$ cat src/rtl/chan_diag_pkg.sv
package chan_diag_pkg;
  localparam int NFLT = 7;
  // bit order: 0 short, 1 overtemp, 2 open on, 3 open off, 4 pgnd, 5 sgnd, 6 supply
  localparam logic [NFLT-1:0] LONG_MASK  = 7'b1111000;
  localparam logic [NFLT-1:0] LATCH_MASK = 7'b0010011;
  localparam logic [NFLT-1:0] ON_ONLY    = 7'b0000111;
  localparam logic [NFLT-1:0] OFF_ONLY   = 7'b0001000;

  typedef struct packed {
    logic onState;
    logic holdLoad;
  } dp_strobe_t;
endpackage

$ cat src/rtl/diag_sync.sv
module diag_sync #(
  parameter int WIDTH  = 8,
  parameter int STAGES = 2
) (
  input  logic             clk,
  input  logic             rstN,
  input  logic [WIDTH-1:0] din,
  output logic [WIDTH-1:0] dout
);
  logic [STAGES-1:0][WIDTH-1:0] chain;

  always_ff @(posedge clk) begin
    if (!rstN) begin
      chain <= '0;
    end else begin
      chain[0] <= din;
      for (int s = 1; s < STAGES; s++) chain[s] <= chain[s-1];
    end
  end

  assign dout = chain[STAGES-1];
endmodule

$ cat src/rtl/diag_filter.sv
module diag_filter #(
  parameter int LIMIT = 2
) (
  input  logic clk,
  input  logic rstN,
  input  logic tick,
  input  logic active,
  output logic filtOut
);
  localparam int W = $clog2(LIMIT + 1);
  logic [W-1:0] cnt;

  always_ff @(posedge clk) begin
    if (!rstN)                               cnt <= '0;
    else if (!active)                        cnt <= '0;
    else if (tick && cnt != W'(LIMIT))       cnt <= cnt + 1'b1;
  end

  assign filtOut = (cnt == W'(LIMIT));

  // a qualified fault appears only on a tick while the fault is active
  a_r3_filter_rise: assert property (@(posedge clk) disable iff (!rstN)
    $rose(filtOut) |-> ($past(tick) && $past(active)));
endmodule

$ cat src/rtl/diag_datapath.sv
module diag_datapath
  import chan_diag_pkg::*;
#(
  parameter int SHORT_TICKS = 2,
  parameter int LONG_TICKS  = 8,
  parameter int HOLD_TICKS  = 240,
  parameter int LOW_TICKS   = 240,
  parameter int SYNC_STAGES = 2
) (
  input  logic            clk,
  input  logic            rstN,
  input  logic            tick,
  input  logic [NFLT-1:0] faultRaw,
  input  logic            clkLossRaw,
  input  dp_strobe_t      strobe,
  output logic [NFLT-1:0] filtVec,
  output logic            holdBusy,
  output logic            lowDone,
  output logic            clkLossSync
);
  localparam int HW = $clog2(HOLD_TICKS + 1);
  localparam int LW = $clog2(LOW_TICKS + 1);

  logic [NFLT:0]   syncOut;
  logic [NFLT-1:0] faultSync;
  logic [NFLT-1:0] active;
  logic [HW-1:0]   holdCnt;
  logic [LW-1:0]   lowCnt;

  diag_sync #(.WIDTH(NFLT + 1), .STAGES(SYNC_STAGES)) u_sync (
    .clk (clk),
    .rstN(rstN),
    .din ({clkLossRaw, faultRaw}),
    .dout(syncOut)
  );
  assign faultSync   = syncOut[NFLT-1:0];
  assign clkLossSync = syncOut[NFLT];

  for (genvar i = 0; i < NFLT; i++) begin : g_flt
    assign active[i] = faultSync[i] &
                       (ON_ONLY[i]  ? strobe.onState  :
                        OFF_ONLY[i] ? !strobe.onState : 1'b1);
    diag_filter #(.LIMIT(LONG_MASK[i] ? LONG_TICKS : SHORT_TICKS)) u_filt (
      .clk    (clk),
      .rstN   (rstN),
      .tick   (tick),
      .active (active[i]),
      .filtOut(filtVec[i])
    );
  end

  always_ff @(posedge clk) begin
    if (!rstN)                     holdCnt <= '0;
    else if (strobe.holdLoad)      holdCnt <= HW'(HOLD_TICKS);
    else if (tick && holdCnt != 0) holdCnt <= holdCnt - 1'b1;
  end
  assign holdBusy = (holdCnt != 0);

  always_ff @(posedge clk) begin
    if (!rstN)                                lowCnt <= '0;
    else if (strobe.onState)                  lowCnt <= '0;
    else if (tick && lowCnt != LW'(LOW_TICKS)) lowCnt <= lowCnt + 1'b1;
  end
  assign lowDone = (lowCnt == LW'(LOW_TICKS));

  // the hold window cannot end while a reported fault is still loading it
  a_r5_hold_no_early_end: assert property (@(posedge clk) disable iff (!rstN)
    $fell(holdBusy) |-> !$past(strobe.holdLoad));

  // any on command restarts the low window
  a_r7_low_restart: assert property (@(posedge clk) disable iff (!rstN)
    strobe.onState |=> !lowDone);
endmodule

$ cat src/rtl/diag_control.sv
module diag_control
  import chan_diag_pkg::*;
(
  input  logic            clk,
  input  logic            rstN,
  input  logic            en,
  input  logic            inCmd,
  input  logic [NFLT-1:0] filtVec,
  input  logic            holdBusy,
  input  logic            lowDone,
  input  logic            clkLossSync,
  output dp_strobe_t      strobe,
  output logic            gateEn,
  output logic            status
);
  logic onState;
  logic latchFault;
  logic setFail;
  logic failReg;
  logic errShown;

  assign onState    = en & inCmd;
  assign latchFault = |(filtVec & LATCH_MASK);
  assign setFail    = onState & (latchFault | clkLossSync);

  always_ff @(posedge clk) begin
    if (!rstN)        failReg <= 1'b0;
    else if (setFail) failReg <= 1'b1;
    else if (lowDone) failReg <= 1'b0;
  end

  assign errShown = holdBusy | (failReg & onState) | clkLossSync;
  assign gateEn   = onState & ~failReg & ~clkLossSync;
  assign status   = onState ^ errShown;

  assign strobe.onState  = onState;
  assign strobe.holdLoad = |filtVec;

  // a protective fault while on latches the stage off
  a_r6_latch_on_fault: assert property (@(posedge clk) disable iff (!rstN)
    (onState && latchFault) |=> failReg);

  // the latch always blocks the gate
  a_r6_latch_blocks_gate: assert property (@(posedge clk) disable iff (!rstN)
    failReg |-> !gateEn);

  // release only after a full low window
  a_r7_release_after_low: assert property (@(posedge clk) disable iff (!rstN)
    $fell(failReg) |-> $past(lowDone));

  // non-protective faults never set the latch
  a_r8_soft_no_latch: assert property (@(posedge clk) disable iff (!rstN)
    (!failReg && !clkLossSync && !latchFault) |=> !failReg);

  // timebase loss drops the gate and inverts status
  a_r9_clock_loss_forces: assert property (@(posedge clk) disable iff (!rstN)
    clkLossSync |-> (!gateEn && (status == !onState)));
endmodule

$ cat src/rtl/chan_diag.sv
module chan_diag
  import chan_diag_pkg::*;
#(
  parameter int SHORT_TICKS = 2,
  parameter int LONG_TICKS  = 8,
  parameter int HOLD_TICKS  = 240,
  parameter int LOW_TICKS   = 240,
  parameter int SYNC_STAGES = 2
) (
  input  logic       clk,
  input  logic       rstN,
  input  logic       tick,
  input  logic       en,
  input  logic       inCmd,
  input  logic [6:0] faultRaw,
  input  logic       clkLossRaw,
  output logic       gateEn,
  output logic       status
);
  dp_strobe_t      strobe;
  logic [NFLT-1:0] filtVec;
  logic            holdBusy;
  logic            lowDone;
  logic            clkLossSync;

  diag_datapath #(
    .SHORT_TICKS(SHORT_TICKS),
    .LONG_TICKS (LONG_TICKS),
    .HOLD_TICKS (HOLD_TICKS),
    .LOW_TICKS  (LOW_TICKS),
    .SYNC_STAGES(SYNC_STAGES)
  ) u_dp (
    .clk        (clk),
    .rstN       (rstN),
    .tick       (tick),
    .faultRaw   (faultRaw),
    .clkLossRaw (clkLossRaw),
    .strobe     (strobe),
    .filtVec    (filtVec),
    .holdBusy   (holdBusy),
    .lowDone    (lowDone),
    .clkLossSync(clkLossSync)
  );

  diag_control u_ctl (
    .clk        (clk),
    .rstN       (rstN),
    .en         (en),
    .inCmd      (inCmd),
    .filtVec    (filtVec),
    .holdBusy   (holdBusy),
    .lowDone    (lowDone),
    .clkLossSync(clkLossSync),
    .strobe     (strobe),
    .gateEn     (gateEn),
    .status     (status)
  );
endmodule

$ cat config.mk
export PLATFORM = sky130hd
export DESIGN_NAME = chan_diag
export DESIGN_NICKNAME = d
export VERILOG_FILES = /design/src/rtl/chan_diag_pkg.sv /design/src/rtl/diag_sync.sv /design/src/rtl/diag_filter.sv /design/src/rtl/diag_datapath.sv /design/src/rtl/diag_control.sv /design/src/rtl/chan_diag.sv
export SDC_FILE = /design/constraint.sdc
export NUM_CORES = 1
export LEC_CHECK = 0
export ABC_CLOCK_PERIOD_IN_PS = 4300
export BUFFER_PORTS_ARGS = -buffer_cell sky130_fd_sc_hd__buf_2
export CORE_ASPECT_RATIO = 2
export CORE_MARGIN = 2
export CORE_UTILIZATION = 31
export DETAILED_ROUTE_END_ITERATION = 16
export PLACE_DENSITY = 0.5
export SETUP_SLACK_MARGIN = 0.1
export SLEW_MARGIN = 20
export SYNTH_ARGS = -nofsm -noshare
export SYNTH_HDL_FRONTEND = slang
export SYNTH_SLANG_ARGS = --single-unit
$ cat constraint.sdc
create_clock -name clk -period 4.3 [get_ports clk]
set_clock_uncertainty 0.15 [all_clocks]
set_input_delay 0.215 -clock clk [delete_from_list [all_inputs] [get_ports clk]]
set_output_delay 0.215 -clock clk [all_outputs]
set_load 0.005 [all_outputs]
After elaboration in Yosys (flattened, before gate mapping)

Index checks and enable logic that the tools add are counted.

Mux-type cells: 4
Reduce and logical (&&, ||, !) cells: 24
Bitwise logic cells: 16
Eq/ne operators: 16
$add $sub $neg: 9

Operators by type and width:

| operator                                                            | number |
|---|---|
| 4-bit by 1-bit adder with 4-bit output (second input constant)      | 4 |
| 4-bit equality test (second input constant)                         | 4 |
| 8-bit two-way mux                                                   | 2 |
| 4-bit != test (second input constant)                               | 4 |
| 2-bit AND reduction                                                 | 7 |
| 1-bit bitwise AND                                                   | 9 |
| 1-bit logical AND                                                   | 9 |
| 8-bit by 1-bit adder with 8-bit output (second input constant)      | 1 |
| 8-bit equality test (second input constant)                         | 1 |
| 8-bit != test (second input constant)                               | 1 |
| 8-bit nonzero test                                                  | 1 |
| 8-bit OR reduction                                                  | 1 |
| 8-bit by 1-bit subtractor with 8-bit output (second input constant) | 1 |
| 7-bit OR reduction                                                  | 1 |
| 2-bit by 1-bit adder with 2-bit output (second input constant)      | 3 |
| 2-bit equality test (second input constant)                         | 3 |
| 2-bit != test (second input constant)                               | 3 |
| 2-bit nonzero test                                                  | 2 |
| 1-bit NOT                                                           | 3 |
| 1-bit OR                                                            | 3 |
| 3-bit OR reduction                                                  | 1 |
| 1-bit two-way mux                                                   | 2 |
| 2-bit OR reduction                                                  | 1 |
| 1-bit zero test                                                     | 1 |
| 1-bit bitwise XOR                                                   | 1 |

Output and inout bits: 2
Input bits: 13
Logic and storage cells: 82
Register bits: 55

Depth between registers and ports, before layout

Depth after elaboration: 5
Gate-level depth with buffers: 6
Gate-level depth less buffers: 6

Cells and area by module

Synthesis repeated with hierarchy kept, for this count alone.

Cell total of the unflattened synthesis: 291
Area, all modules: 2681.3 µm²

Modules (own cells, without submodules):

| module                                 | cells each | area an instance (µm²) | seq. area each (µm²) | instances |
|---|---|---|---|---|
| diag_datapath                          | 105        | 904.6                  | 320.3                | 1 |
| diag_filter (u_dp.g_flt[3].u_filt ...) | 25         | 215.2                  | 80.1                 | 4 |
| diag_sync                              | 41         | 506.7                  | 320.3                | 1 |
| diag_filter (u_dp.g_flt[0].u_filt ...) | 10         | 105.1                  | 40.0                 | 3 |
| diag_control                           | 15         | 93.8                   | 20.0                 | 1 |

Worst setup path after synthesis

Ideal clock, no wire load.

Kind: register -> output
From: reg u_dp.holdCnt[0]
To: out status
Stages on the path, launching flop included: 7
Buffers on the path: 0
Slack: 2326 ps
Data required time: 3935 ps
Arrival time: 1609 ps
Cell sequence: dfxtp_1 -> inv_1 -> ha_1 -> nor3b_2 -> nand3b_1 -> or4_1 -> nand2_1

Cells in the longest elaborated chain, start to end: 4

Ends and longest elaborated chain:

| element                  | line                | text |
|---|---|---|
| start: declaration       | diag_datapath.sv:27 | `logic [HW-1:0] holdCnt;` |
| start signal: assignment | diag_datapath.sv:54 | `else if (strobe.holdLoad) holdCnt <= HW'(HOLD_TICKS);` |
| start signal: assignment | diag_datapath.sv:55 | `else if (tick && holdCnt != 0) holdCnt <= holdCnt - 1'b1;` |
| 8-bit nonzero test       | diag_datapath.sv:57 | `assign holdBusy = (holdCnt != 0);` |
| 1-bit OR (2 in a row)    | diag_control.sv:32  | `assign errShown = holdBusy \| (failReg & onState) \| clkLossSync;` |
| 1-bit bitwise XOR        | diag_control.sv:34  | `assign status = onState ^ errShown;` |
| end: declaration         | chan_diag.sv:18     | `output logic status` |

Every way passes these cells.

Worst setup path in the final report

Same ends and word-level chain as after synthesis.

==> results.md <==
* Max_slew headroom at 60.8%
* Clock transition at path regs at 0.07 ns
* Req. time, crit path at 3.93 ns
* Reg power frac at 47.4%
* Async SR Flop Fraction at 0%
* Status: finished clean
* Share of layout cells above drive strength 1 at 9.25%
* Worst vdd ir at 0.296 mV
* Post-Syn Area at around 2400 µm²
* Min-delay src: rstN
* Hold crit path type: input port to flip-flop
* Area used by multi-input combinational logic at 1170 µm²
* Die area at 8340 µm²
* WL final at 4160 µm
* Final non-filler cell total at 375
* Max Cap Viol at 0
* Port bufs at 14
* Critical path startpoint: u_dp.holdCnt[0]$_SDFFE_PP0P_
* Core area at 7490 µm²
* Sw Ratio at 27.7%
* Root buf cell: clkbuf_16
* GPL Wtd Cong at 0.743
* Max clock buf depth at 2
* Slew Limit Fails at 0
* CP max FO at 7
* Sequential cell area at around 1100 µm²
* Netlist cell types at 35
* Crit Path Category: flip-flop to output pin
* Comb power frac at 19.3%
* Num CTS Buffers at 5
* Post-DR wirelength/cell at between 10 and 15 µm
* CTS HTree Levels at 2
* Ant diodes at 0
* Count leader, synth: dfxtp_1
* Post-synth EDFFs at 0
* Type of element launching the critical path: flip-flop
* Largest net degree at the start of global routing at 31
* Die X-Extent at ~66 µm
* Top cells by area, synth: dfxtp_1 47%, ha_1 7.5%, nor2_1 4.5%, xnor2_1 4.5%, and2_1 4.3%
* Pwr per Cell Area at 447 nW/µm²
* Syn_area_per_cell at 9.18 µm²
* Clock share of power at 33.3%
* Setup TNS at 0 ns
* Fill count at 745
* Final hold vios at 0
* Detailed placement HPWL at a little under 3000 µm
* Io pins at 15
* Grt total ovfl at 0
* Max Clk Rate at 0.396 GHz
* Synth Warn # at 0
* Final Critical Period at 2.52 ns
* Antenna Nets Post-Route at 0
* Worst Max-Slew Pin Slew at between 0.5 and 0.6 ns
* Worst R2R Start: u_dp.g_flt[4].u_filt.cnt[0]$_SDFFE_PN0P_
* Switching power at between 300 and 400 µW
* Initial DRC Count at 74
* Placed Instances at 359
* Layout area overhead at 17.2%
* Initial core utilization at 31.4%
* Die Ht at 127 µm
* Clk sink count at 55
* Initial antenna violation count at 0
* Leakage power at 0.00104 µW
* Global Route Usage Sum at 11.3%
* Nets at between 300 and 400
* Via density per instance at 4.68
* Crit end category: output pin
* RSZ-0062 raised after global routing: false
* DRT Pass-1 Iters at 4
* Vias in the first global route at 1777
* Finish-stage setup viols at 0
* Mapped Cells at 256
* Int Power at 890 µW
* Sequential-to-total area share from yosys stat at 46.8%
* Drt drc at 0
* Synth top area share at 46.8%
* Period utilisation layout at roughly 59%
* DR vias at between 1500 and 2000
* Num rows at 45
* Most common flop cell mapped by yosys: dfxtp_1
* Syn nets at 283
* CTS tree: yes
* Most frequent cells after synthesis: 55 x dfxtp_1, 28 x nor2_1, 22 x nand2_1, 16 x and2_1, 16 x inv_1
* FF+latch count, synth at 55
* Clk_lat worst skew at 0.29 ns
* Area leader, netlist: dfxtp_1
* First-pass GRT wire length at 7390 µm
* CP arrival at 2.16 ns
sequential cells by signal (all words and copies together) (netlist names):
register	flops
u_dp.lowCnt	8
u_dp.u_sync.dout	8
u_dp.g_flt.u_filt.cnt	22
u_dp.u_sync.chain	8
u_dp.holdCnt	8
u_ctl.failReg	1
cell type report:
| class | count | share of cell area (%) |
|---|---|---|
| Multi-Input combinational cell | 180 | 42.5 |
| Sequential cell | 55 | 40.0 |
| Timing Repair Buffer | 22 | 5.45 |
| Clock buffer | 6 | 5.04 |
| Tap cell | 94 | 4.27 |
| Inverter | 16 | 2.18 |
| Clock inverter | 2 | 0.590 |
through the flow:
stage	total power (µW)	hold WS, ns	utilization, %	setup slack, ns	cell area (µm²)
detailed placement	826	0.267	33.7	2.09	2520
finish	1230	0.204	36.8	1.78	2760
floorplan	778	0.192	-	2.33	2350
global placement	826	0.266	33.7	2.12	2520
global route	1310	0.231	36.8	1.58	2760
CTS	1250	0.205	36.8	1.78	2760
critical path: stages, from the launching register on:
cell and delay (ns):
dfxtp_1 0.31, inv_1 0.09, ha_1 0.17, nor3b_2 0.41
nand3b_1 0.27, or4_1 0.45, nand2_1 0.07, buf_2 0.10
per-layer routing:
metal	GRT usage, %	vias up	routed length, µm
li1	-	911	-
met5	0	-	0
met3	2.90	6	121
met4	4.78	0	76
met2	20.0	23	2080
met1	12.4	814	1880
timing repair:
action / CTS / global route
hold endpoints to repair: 8 / 0
buffers inserted: 0 / 0
hold buffers: 8 / 0
gates resized for setup: 0 / 0
setup endpoints to repair: 0 / 0
cell usage in the layout, fill, tap and decap left out, drive strengths merged, types with 6 or more instances in the layout:
cell type    instances
a21oi               14
and2                16
buf                 14
clkbuf               6
dfxtp               55
dlygate4sd3          8
ha                  14
inv                 16
nand2               22
nand3               14
nand4                6
nor2                28
xnor2               12
xor2                11
cells by family after synthesis:
kind of cell               after synthesis  synth area share, %
adders and majority gates               14                 7.45
DFF                                     55                 46.8
AOI/OAI and AO/OA                       31                 8.73
and+or+nand+nor                        111                 24.6
xor gates and xnor gates                23                 8.57
muxes                                    1                0.426
buffers and inverters                   21                 3.35
final timing paths:
kind | slack [ns] | cells past startpoint | end
hold reg to reg | 0.28 | 1 | u_dp.u_sync.dout[1]$_SDFF_PN0_
setup / recovery | 1.78 | 7 | status
setup reg to reg | 2.24 | 6 | u_dp.holdCnt[1]$_SDFFE_PP0P_
hold / removal | 0.20 | 2 | u_dp.u_sync.dout[3]$_SDFF_PN0_
power by group through the flow:
stage / Sequential (µW) / Combinational (µW) / Clock [µW]
2_1_floorplan: 587 / 191 / 0
3_3_place_gp: 595 / 230 / 0
3_5_place_dp: 595 / 231 / 0
4_1_cts: 583 / 238 / 430
5_1_grt: 589 / 271 / 446
6_report: 583 / 237 / 411
No activity file was read; power rests on OpenSTA's default activity.
